==> src/rtl/emi_pkg.sv <==
package emi_pkg;

    localparam int ENTRY_BITS = 256;
    localparam int WORD_BITS  = 64;

    localparam logic [7:0] OP_READ     = 8'h00;
    localparam logic [7:0] OP_READ_CMP = 8'h01;
    localparam logic [7:0] OP_WRITE_SW = 8'h02;
    localparam logic [7:0] OP_WRITE_K  = 8'h03;
    localparam logic [7:0] OP_NOOP     = 8'h04;

    localparam logic [7:0] SPACE_IO    = 8'h01;

    localparam logic [1:0] STS_OK      = 2'd0;
    localparam logic [1:0] STS_INVALID = 2'd2;

    typedef enum logic [2:0] {
        ST_IDLE,
        ST_FETCH,
        ST_DECODE,
        ST_READ,
        ST_WRITE,
        ST_NEXT,
        ST_FINISH
    } emi_state_e;

    typedef struct packed {
        logic [63:0] mask;
        logic [63:0] value;
        logic [63:0] address;
        logic [7:0]  access_size;
        logic [7:0]  bit_offset;
        logic [7:0]  bit_width;
        logic [7:0]  space_id;
        logic [7:0]  rsvd;
        logic [7:0]  flags;
        logic [7:0]  instr;
        logic [7:0]  action;
    } emi_entry_t;

endpackage

==> src/rtl/emi_entry_ram.sv <==
module emi_entry_ram #(
    parameter int DEPTH = 16,
    parameter int WIDTH = 256,
    localparam int IDX_W = (DEPTH > 1) ? $clog2(DEPTH) : 1
) (
    input  logic             clk,
    input  logic             we,
    input  logic [IDX_W-1:0] waddr,
    input  logic [WIDTH-1:0] wdata,
    input  logic [IDX_W-1:0] raddr,
    output logic [WIDTH-1:0] rdata
);

    logic [WIDTH-1:0] mem [DEPTH];

    always_ff @(posedge clk) begin
        if (we) begin
            mem[waddr] <= wdata;
        end
        rdata <= mem[raddr];
    end

endmodule

==> src/rtl/emi_field_unit.sv <==
module emi_field_unit
    import emi_pkg::*;
#(
    parameter int W = WORD_BITS
) (
    input  logic [W-1:0] reg_word,
    input  logic [W-1:0] old_word,
    input  logic [W-1:0] sw_word,
    input  emi_entry_t   ent,
    output logic [W-1:0] field_val,
    output logic [W-1:0] write_word
);

    logic [W-1:0] src;
    logic [W-1:0] ins_bits;
    logic [W-1:0] pos_mask;

    always_comb begin
        field_val  = (reg_word >> ent.bit_offset) & ent.mask;
        src        = (ent.instr == OP_WRITE_SW) ? sw_word : ent.value;
        ins_bits   = (src & ent.mask) << ent.bit_offset;
        pos_mask   = ent.mask << ent.bit_offset;
        write_word = ent.flags[0] ? ((old_word & ~pos_mask) | ins_bits) : ins_bits;
    end

endmodule

==> src/rtl/emi_seq_fsm.sv <==
module emi_seq_fsm
    import emi_pkg::*;
#(
    parameter int DEPTH = 16,
    parameter int IDX_W = 4,
    parameter int CNT_W = 5
) (
    input  logic                 clk,
    input  logic                 rst_n,
    input  logic                 start,
    input  logic [7:0]           req_action,
    input  logic [WORD_BITS-1:0] sw_data,
    input  logic [CNT_W-1:0]     num_entries,
    input  emi_entry_t           ent,
    input  logic [WORD_BITS-1:0] field_val,
    input  logic [WORD_BITS-1:0] write_word,
    input  logic                 bus_ack,
    input  logic [WORD_BITS-1:0] bus_rdata,
    output logic [IDX_W-1:0]     ent_idx,
    output logic [WORD_BITS-1:0] sw_word,
    output logic [WORD_BITS-1:0] old_word,
    output logic                 busy,
    output logic                 done,
    output logic [1:0]           status,
    output logic [WORD_BITS-1:0] rd_data,
    output logic                 cmp_true,
    output logic                 bus_req,
    output logic                 bus_we,
    output logic                 bus_space,
    output logic [WORD_BITS-1:0] bus_addr,
    output logic [WORD_BITS-1:0] bus_wdata
);

    localparam logic [CNT_W-1:0] DEPTH_C = CNT_W'(DEPTH);

    emi_state_e           state, nxt;
    logic [CNT_W-1:0]     cnt_q;
    logic [7:0]           act_q;
    logic [1:0]           status_q;
    logic [WORD_BITS-1:0] rd_q;
    logic                 cmp_q;
    logic                 is_read_op;
    logic                 bad_entry;
    logic                 needs_read;
    logic                 tag_hit;
    logic                 last_entry;

    always_comb begin
        is_read_op = (ent.instr == OP_READ) || (ent.instr == OP_READ_CMP);
        bad_entry  = (ent.instr > OP_NOOP) || (ent.space_id > SPACE_IO);
        needs_read = is_read_op || ent.flags[0];
        tag_hit    = (ent.action == act_q);
        last_entry = (CNT_W'(ent_idx) == (cnt_q - CNT_W'(1)));
    end

    // State register
    always_ff @(posedge clk or negedge rst_n) begin
        if (!rst_n) begin
            state <= ST_IDLE;
        end else begin
            state <= nxt;
        end
    end

    // Next-state decision
    always_comb begin
        nxt = state;
        unique case (state)
            ST_IDLE: begin
                if (start) begin
                    nxt = (num_entries == '0) ? ST_FINISH : ST_FETCH;
                end
            end
            ST_FETCH:  nxt = ST_DECODE;
            ST_DECODE: begin
                if (!tag_hit) begin
                    nxt = ST_NEXT;
                end else if (bad_entry) begin
                    nxt = ST_FINISH;
                end else if (ent.instr == OP_NOOP) begin
                    nxt = ST_NEXT;
                end else if (needs_read) begin
                    nxt = ST_READ;
                end else begin
                    nxt = ST_WRITE;
                end
            end
            ST_READ: begin
                if (bus_ack) begin
                    nxt = is_read_op ? ST_NEXT : ST_WRITE;
                end
            end
            ST_WRITE: begin
                if (bus_ack) begin
                    nxt = ST_NEXT;
                end
            end
            ST_NEXT:   nxt = last_entry ? ST_FINISH : ST_FETCH;
            ST_FINISH: nxt = ST_IDLE;
            default:   nxt = ST_IDLE;
        endcase
    end

    // Run context and results
    always_ff @(posedge clk or negedge rst_n) begin
        if (!rst_n) begin
            cnt_q    <= '0;
            act_q    <= '0;
            sw_word  <= '0;
            ent_idx  <= '0;
            status_q <= STS_OK;
            rd_q     <= '0;
            cmp_q    <= 1'b0;
            old_word <= '0;
        end else begin
            unique case (state)
                ST_IDLE: begin
                    if (start) begin
                        cnt_q    <= (num_entries > DEPTH_C) ? DEPTH_C : num_entries;
                        act_q    <= req_action;
                        sw_word  <= sw_data;
                        ent_idx  <= '0;
                        status_q <= STS_OK;
                        rd_q     <= '0;
                        cmp_q    <= 1'b0;
                    end
                end
                ST_DECODE: begin
                    if (tag_hit && bad_entry) begin
                        status_q <= STS_INVALID;
                    end
                end
                ST_READ: begin
                    if (bus_ack) begin
                        if (is_read_op) begin
                            rd_q <= field_val;
                            if (ent.instr == OP_READ_CMP) begin
                                cmp_q <= (field_val == (ent.value & ent.mask));
                            end
                        end else begin
                            old_word <= bus_rdata;
                        end
                    end
                end
                ST_NEXT: begin
                    if (!last_entry) begin
                        ent_idx <= ent_idx + IDX_W'(1);
                    end
                end
                default: ;
            endcase
        end
    end

    // Outputs
    always_comb begin
        busy      = (state != ST_IDLE);
        done      = (state == ST_FINISH);
        status    = status_q;
        rd_data   = rd_q;
        cmp_true  = cmp_q;
        bus_req   = (state == ST_READ) || (state == ST_WRITE);
        bus_we    = (state == ST_WRITE);
        bus_space = ent.space_id[0];
        bus_addr  = ent.address;
        bus_wdata = (state == ST_WRITE) ? write_word : '0;
    end

endmodule

==> src/rtl/emi_exec.sv <==
module emi_exec
    import emi_pkg::*;
#(
    parameter int DEPTH = 16,
    localparam int IDX_W = (DEPTH > 1) ? $clog2(DEPTH) : 1,
    localparam int CNT_W = $clog2(DEPTH + 1)
) (
    input  logic                  clk,
    input  logic                  rst_n,
    input  logic                  ent_we,
    input  logic [IDX_W-1:0]      ent_waddr,
    input  logic [ENTRY_BITS-1:0] ent_wdata,
    input  logic                  start,
    input  logic [7:0]            req_action,
    input  logic [WORD_BITS-1:0]  sw_data,
    input  logic [CNT_W-1:0]      num_entries,
    output logic                  busy,
    output logic                  done,
    output logic [1:0]            status,
    output logic [WORD_BITS-1:0]  rd_data,
    output logic                  cmp_true,
    output logic                  bus_req,
    output logic                  bus_we,
    output logic                  bus_space,
    output logic [WORD_BITS-1:0]  bus_addr,
    output logic [WORD_BITS-1:0]  bus_wdata,
    input  logic                  bus_ack,
    input  logic [WORD_BITS-1:0]  bus_rdata
);

    logic [IDX_W-1:0]      rd_idx;
    logic [ENTRY_BITS-1:0] ent_raw;
    emi_entry_t            ent;
    logic [WORD_BITS-1:0]  field_val;
    logic [WORD_BITS-1:0]  write_word;
    logic [WORD_BITS-1:0]  sw_word;
    logic [WORD_BITS-1:0]  old_word;

    assign ent = emi_entry_t'(ent_raw);

    emi_entry_ram #(
        .DEPTH(DEPTH),
        .WIDTH(ENTRY_BITS)
    ) u_ram (
        .clk  (clk),
        .we   (ent_we),
        .waddr(ent_waddr),
        .wdata(ent_wdata),
        .raddr(rd_idx),
        .rdata(ent_raw)
    );

    emi_field_unit #(
        .W(WORD_BITS)
    ) u_field (
        .reg_word  (bus_rdata),
        .old_word  (old_word),
        .sw_word   (sw_word),
        .ent       (ent),
        .field_val (field_val),
        .write_word(write_word)
    );

    emi_seq_fsm #(
        .DEPTH(DEPTH),
        .IDX_W(IDX_W),
        .CNT_W(CNT_W)
    ) u_seq (
        .clk        (clk),
        .rst_n      (rst_n),
        .start      (start),
        .req_action (req_action),
        .sw_data    (sw_data),
        .num_entries(num_entries),
        .ent        (ent),
        .field_val  (field_val),
        .write_word (write_word),
        .bus_ack    (bus_ack),
        .bus_rdata  (bus_rdata),
        .ent_idx    (rd_idx),
        .sw_word    (sw_word),
        .old_word   (old_word),
        .busy       (busy),
        .done       (done),
        .status     (status),
        .rd_data    (rd_data),
        .cmp_true   (cmp_true),
        .bus_req    (bus_req),
        .bus_we     (bus_we),
        .bus_space  (bus_space),
        .bus_addr   (bus_addr),
        .bus_wdata  (bus_wdata)
    );

endmodule

==> config.mk <==
export PLATFORM = sky130hd
export DESIGN_NAME = emi_exec
export DESIGN_NICKNAME = d
export VERILOG_FILES = /design/src/rtl/emi_pkg.sv /design/src/rtl/emi_entry_ram.sv /design/src/rtl/emi_field_unit.sv /design/src/rtl/emi_seq_fsm.sv /design/src/rtl/emi_exec.sv
export SDC_FILE = /design/constraint.sdc
export NUM_CORES = 2
export LEC_CHECK = 0
export CORE_UTILIZATION = 38
export DETAILED_ROUTE_END_ITERATION = 8
export DONT_BUFFER_PORTS = 1
export SLEW_MARGIN = 20
export SYNTH_ARGS = -nofsm -noshare
export SYNTH_HDL_FRONTEND = slang
export SYNTH_SLANG_ARGS = --single-unit
==> constraint.sdc <==
create_clock -name clk -period 4 [get_ports clk]
set_input_delay 0.2 -clock clk [delete_from_list [all_inputs] [get_ports clk]]
set_output_delay 0.2 -clock clk [all_outputs]
set_load 0.02 [all_outputs]
## After elaboration in Yosys (flattened, before gate mapping)

Memory sizes are Yosys's and may differ from the RTL's. A register that Yosys moved wholly into a read port is not among the register bits.
Cells that the tools add are included.

| operators by class | value |
|---|---|
| $lt $le $gt $ge | 3 |
| mux-type cells | 32 |
| multiply operators | 0 |
| bitwise logic cells | 7 |
| shift-type cells | 3 |
| equality and inequality tests | 19 |
| reductions and logical operators | 19 |
| $add $sub $neg | 2 |
| div/mod/pow operators | 0 |

Operators by type and width:

| operator | number |
|---|---|
| $mux 64 | 6 |
| $and 64x64->64 | 4 |
| $pmux 64 s2 | 1 |
| $shl 64x8->64 | 2 |
| $eq 64x64->1 | 1 |
| $not 64->64 | 1 |
| $or 64x64->64 | 1 |
| $shr 64x8->64 | 1 |
| $mux 3 | 9 |
| $pmux 3 s6 | 1 |
| $reduce_and 3->1 | 4 |
| $eq 3x3->1 const B | 3 |
| $eq 8x1->1 const B | 1 |
| $eq 8x2->1 const B | 1 |
| $eq 8x3->1 const B | 1 |
| $eq 8x8->1 | 1 |
| $gt 8x1->1 const B | 1 |
| $gt 8x3->1 const B | 1 |
| $logic_not 8->1 | 1 |
| $mux 4 | 2 |
| $ne 2x1->1 const B | 4 |
| $pmux 4 s2 | 1 |
| $mux 1 | 7 |
| $eq 3x2->1 const B | 2 |
| 20 further kinds | 28 |

| word-level totals | value |
|---|---|
| ROM bits | 0 |
| input port bits | 406 |
| register bits after elaboration | 215 |
| memory bits (writable) | 4096 |
| memories kept | 1 |
| logic and storage cells | 95 |
| latch bits | 0 |

Memory list:

| memory | words | bits a word | read ports | clocked after Yosys merged registers in | wr ports | line | RTL |
|---|---|---|---|---|---|---|---|
| u_ram.mem | 16 | 256 | 1 | 1 | 1 | emi_entry_ram.sv:14 | `logic [WIDTH-1:0] mem [DEPTH];` |

## Longest topological paths before layout

| logic depth | value |
|---|---|
| depth in word-level cells | 8 |
| depth in mapped cells | 16 |
| depth with buffers taken out | 12 |

## Modules after synthesis

Synthesis repeated with hierarchy kept, for this count alone.

| second synthesis, totals | value |
|---|---|
| cell total of the unflattened synthesis | 10061 |
| area, all modules | 185257.7 µm² |

Modules (own cells, without submodules):

| module | cells an instance | times used | area an instance (µm²) |
|---|---|---|---|
| emi_entry_ram | 6648 | 1 | 158655.9 |
| emi_field_unit | 2257 | 1 | 15797.7 |
| emi_seq_fsm | 1156 | 1 | 10804.1 |

## Least setup slack after synthesis

OpenSTA, ideal clock, no wires.

| timing | value |
|---|---|
| path type | input to register |
| start | input port ent_waddr[2] |
| end | memory u_ram.mem[0][0] (enable) |
| stages | 2 |
| path slack | -12.945 ns |
| arrival time | 15.855 ns |
| buffers on the path | 0 |
| library setup time | 1.089 ns |
| path through | or3b_2 -> nor3_1 |

RTL lines:

| element | line | RTL |
|---|---|---|
| start: declaration | emi_exec.sv:11 | `input logic [IDX_W-1:0] ent_waddr,` |
| end: declaration | emi_entry_ram.sv:14 |  |

No word-level cell before the write port.

## Final worst setup path

| timing | value |
|---|---|
| start | register u_ram.rdata[8] (read register of u_ram.mem) |
| end | output port bus_wdata[34] |

| between the ends | value |
|---|---|
| longest elaborated chain between the ends | 7 |

Ends and longest elaborated chain:

| element | line | RTL |
|---|---|---|
| start: declaration | emi_entry_ram.sv:11 | `output logic [WIDTH-1:0] rdata` |
| $eq 8x2->1 (*) | emi_field_unit.sv:20 | `src = (ent.instr == OP_WRITE_SW) ? sw_word : ent.value;` |
| $mux 64 (*) | emi_field_unit.sv:20 |  |
| $and 64x64->64 (*) | emi_field_unit.sv:21 | `ins_bits = (src & ent.mask) << ent.bit_offset;` |
| $shl 64x8->64 (*) | emi_field_unit.sv:21 |  |
| $or 64x64->64 | emi_field_unit.sv:23 | `write_word = ent.flags[0] ? ((old_word & ~pos_mask) \| ins_bits) : ins_bits;` |
| $mux 64 (*) | emi_field_unit.sv:23 |  |
| $mux 64 (*) | emi_seq_fsm.sv:166 | `bus_wdata = (state == ST_WRITE) ? write_word : '0;` |
| end: declaration | emi_exec.sv:26 | `output logic [WORD_BITS-1:0] bus_wdata,` |

Every way passes the cells marked *; elsewhere a longest branch is shown, timed or not.

==> run metrics <==
outcome finished with violations; failing checks negative hold slack, negative setup slack; Die Wd 663 µm; FF+latch count, synth 4039; clk_skew 0.100 ns; Tmin final 4.58 ns; Avg Cell Area, Syn 19.2 µm²; Die Footprint 0.440 mm²; # port buffers 0; Syn Inst Count 8671; Total Power 144 mW; H-Tree Depth 5; Die Ht 663 µm; Max Cap Viol 0; critical path type reg2out; Fillers 36.5k; GRT overflow 0; critical path endpoint category primary output; fin nets 10.5k; Least-Margin Pin Slew 1.39 ns; Netlist cell types 107; # clock sinks 4039; register area share after synthesis 71.0%; hpwl dp 406000 µm; Clock Path Buffers 4; initial core utilization 38.2%; drt initial violations 11.5k; cts bufs inserted 409; CTS tree done; Syn Nets 9079; total negative setup slack -23.55 ns; PwrDens 707 mW/mm²; Synth-to-Final Area Change 22.3%; Data arrival, critical path 4.38 ns; fin worst setup slack -0.583 ns; first-pass GRT wire length 827000 µm; RSZ-0062 raised after global routing true; LEAKAGE 66.0 nW; Final Max Slew Viols 0; GRT Max-Usage Layer met2; period utilization 115%; GRT Resource Usage Total 27.1%; Worst Setup Start Kind register; Boundary Pins 606; Async SR Flop Fraction 5.30%; CTS root buffer clkbuf_16; largest net degree at the start of global routing 215; met1 GRT Util 36.2%; Clock Pin Slew Worst Setup and Hold Paths 0.06 ns; commonest cells after routing, fill and taps aside edfxtp_1 (3600), mux4_2 (1233), buf_4 (884), nand2_1 (566), dlygate4sd3_1 (460); endpoints failing setup 60; vias after detailed routing 96.6k; EDFF count, synth 3600; Cell Rows 242; met3 usage 5.43%; Worst-Skew Late Latency 1.03 ns; cts hold-fix bufs 460; antenna viol nets, final 0; FMAX 218 MHz; dpl cells 14.8k; Finished Layout Cells 16.2k; GRT met2 Usage 42.3%; initial antenna violation count 122; vias in the first global route 96.7k; Hold Worst Slack -1.00 ns; commonest non-fill, non-tap cell in the layout edfxtp_1; total core area 0.435 mm²; drt drc 0; WL final 608000 µm; Synth Cell Area 0.166 mm²; slew margin rel. 7.13%; dpl ws -0.232 ns; Ys Warns 0; VDD IR max 418 µV; DR WL/cell 37.6 µm; Data required, critical path 3.80 ns; Final Hold Viols 214; Placer Congestion 1.00; drt first pass iters 6; Vias per Instance 5.96; Post-synth top flop edfxtp_1; crit-path max FO 8; Hold Path Class in2async; layout cells sized above 1 34.6%
## per-layer routing
metal	vias up	share of wire [%]
li1	38800	-
met1	51700	40
met2	4785	46
met3	1235	7.4
met4	48	6.3
met5	-	0.052
## worst max-delay path: stages, from the launching register on
cell and delay (ns):
dfxtp_4 0.36, or3b_4 0.48, buf_8 0.17, o31a_1 0.29, buf_4 0.13, o211ai_1 0.30
a21oi_2 0.12, mux2_4 0.30, mux2i_1 0.16, buf_4 0.20, mux2i_2 0.10, mux2_4 0.28
o2111ai_4 0.20, buf_6 0.16, nand2_4 0.05, buf_6 0.13
## state kept, by name, summed over array words and instances (netlist names)
signal,count
u_ram.mem,3600
u_ram.rdata,225
u_seq.old_word,64
u_seq.rd_data,64
u_seq.sw_word,64
u_seq.act_q,8
u_seq.cnt_q,5
u_seq.ent_idx,4
u_seq.state,3
u_seq.cmp_true,1
u_seq.status,1
## layout make-up
type / instances / area [µm²] / area share (%)
diodes: 44 / 110 / 0.0542
clock buffers: 544 / 11100 / 5.47
clock inverters: 227 / 2450 / 1.20
inverters: 55 / 220 / 0.108
multi-input cells: 3925 / 48000 / 23.6
flip-flops and latches: 4039 / 118000 / 58.1
well taps: 5734 / 7170 / 3.53
repair buffers: 1624 / 16200 / 7.96
## cells by family (layout without fill, tap and decap cells)
logic type / after synthesis / count (layout) / share of synthesized area [%]
flops: 4039 / 4039 / 71.0
simple gates: 1256 / 1257 / 3.44
mux: 1630 / 1630 / 19.3
xor+xnor: 41 / 41 / 0.216
compound gates: 994 / 994 / 4.22
buf+inv: 708 / 2450 / 1.89
fa+ha+maj: 2 / 2 / 0.0151
other cells: 1 / 45 / 0.00226
## stage by stage
step | utilization, % | cell area, µm²
floorplan | - | 166000
detailed placement | 41.6 | 181000
CTS | 46.3 | 201000
global route | 46.7 | 203000
global placement | 41.5 | 181000
finish | 46.7 | 203000
## power by group
| part | leakage [nW] | switching, mW | internal, mW |
|---|---|---|---|
| clock network | 6.57 | 16.7 | 21.7 |
| logic | 22.3 | 30.3 | 21.6 |
| registers | 37.2 | 4.82 | 48.6 |
## final timing paths
check	startpoint	endpoint	slack [ns]	cells after the start
worst max-delay path	u_ram.rdata[8]	bus_wdata[34]	-0.58	15
max in group asynchronous	rst_n	u_seq.ent_idx[3]	3.77	0
worst max register to register	u_ram.rdata[49]	u_seq.cmp_true	-0.04	14
worst min-delay path	rst_n	u_seq.old_word[61]	-1.00	0
min in group clk	bus_rdata[50]	u_seq.old_word[50]	0.04	2
worst min register to register	u_seq.sw_word[8]	u_seq.sw_word[8]	0.48	2
## cells in the mapped netlist, drive strengths merged (21+ instances only)
cell    number  share of area [%]
edfxtp    3600                 65
mux4      1238                 17
nand2      590                1.3
clkbuf     350               0.79
buf        303               0.97
mux2i      254                1.5
dfxtp      225                2.7
nor2       222               0.50
dfrtp      214                3.2
o21ai      175               0.53
a21oi      160               0.48
mux2       138               0.93
nor3        95               0.29
nand3       86               0.26
o211ai      70               0.32
o22ai       66               0.26
nand4       63               0.24
a211oi      61               0.28
o31ai       61               0.28
inv         52               0.12
a22oi       48               0.22
a31oi       36               0.14
and3        30               0.11
a32oi       26               0.14
a221oi      25               0.14
a32o        23               0.14
nor4        23              0.090
xnor2       23               0.12
nor2b       22              0.083
nand2b      21              0.079
## timing repair
item,CTS,global route
pin swaps,92,126
endpoints found under the setup margin,64,64
gates resized for setup,463,265
hold endpoints to repair,5051,214
cloned,9,10
buffers inserted,43,44
Power figures use the tool's default switching activity.
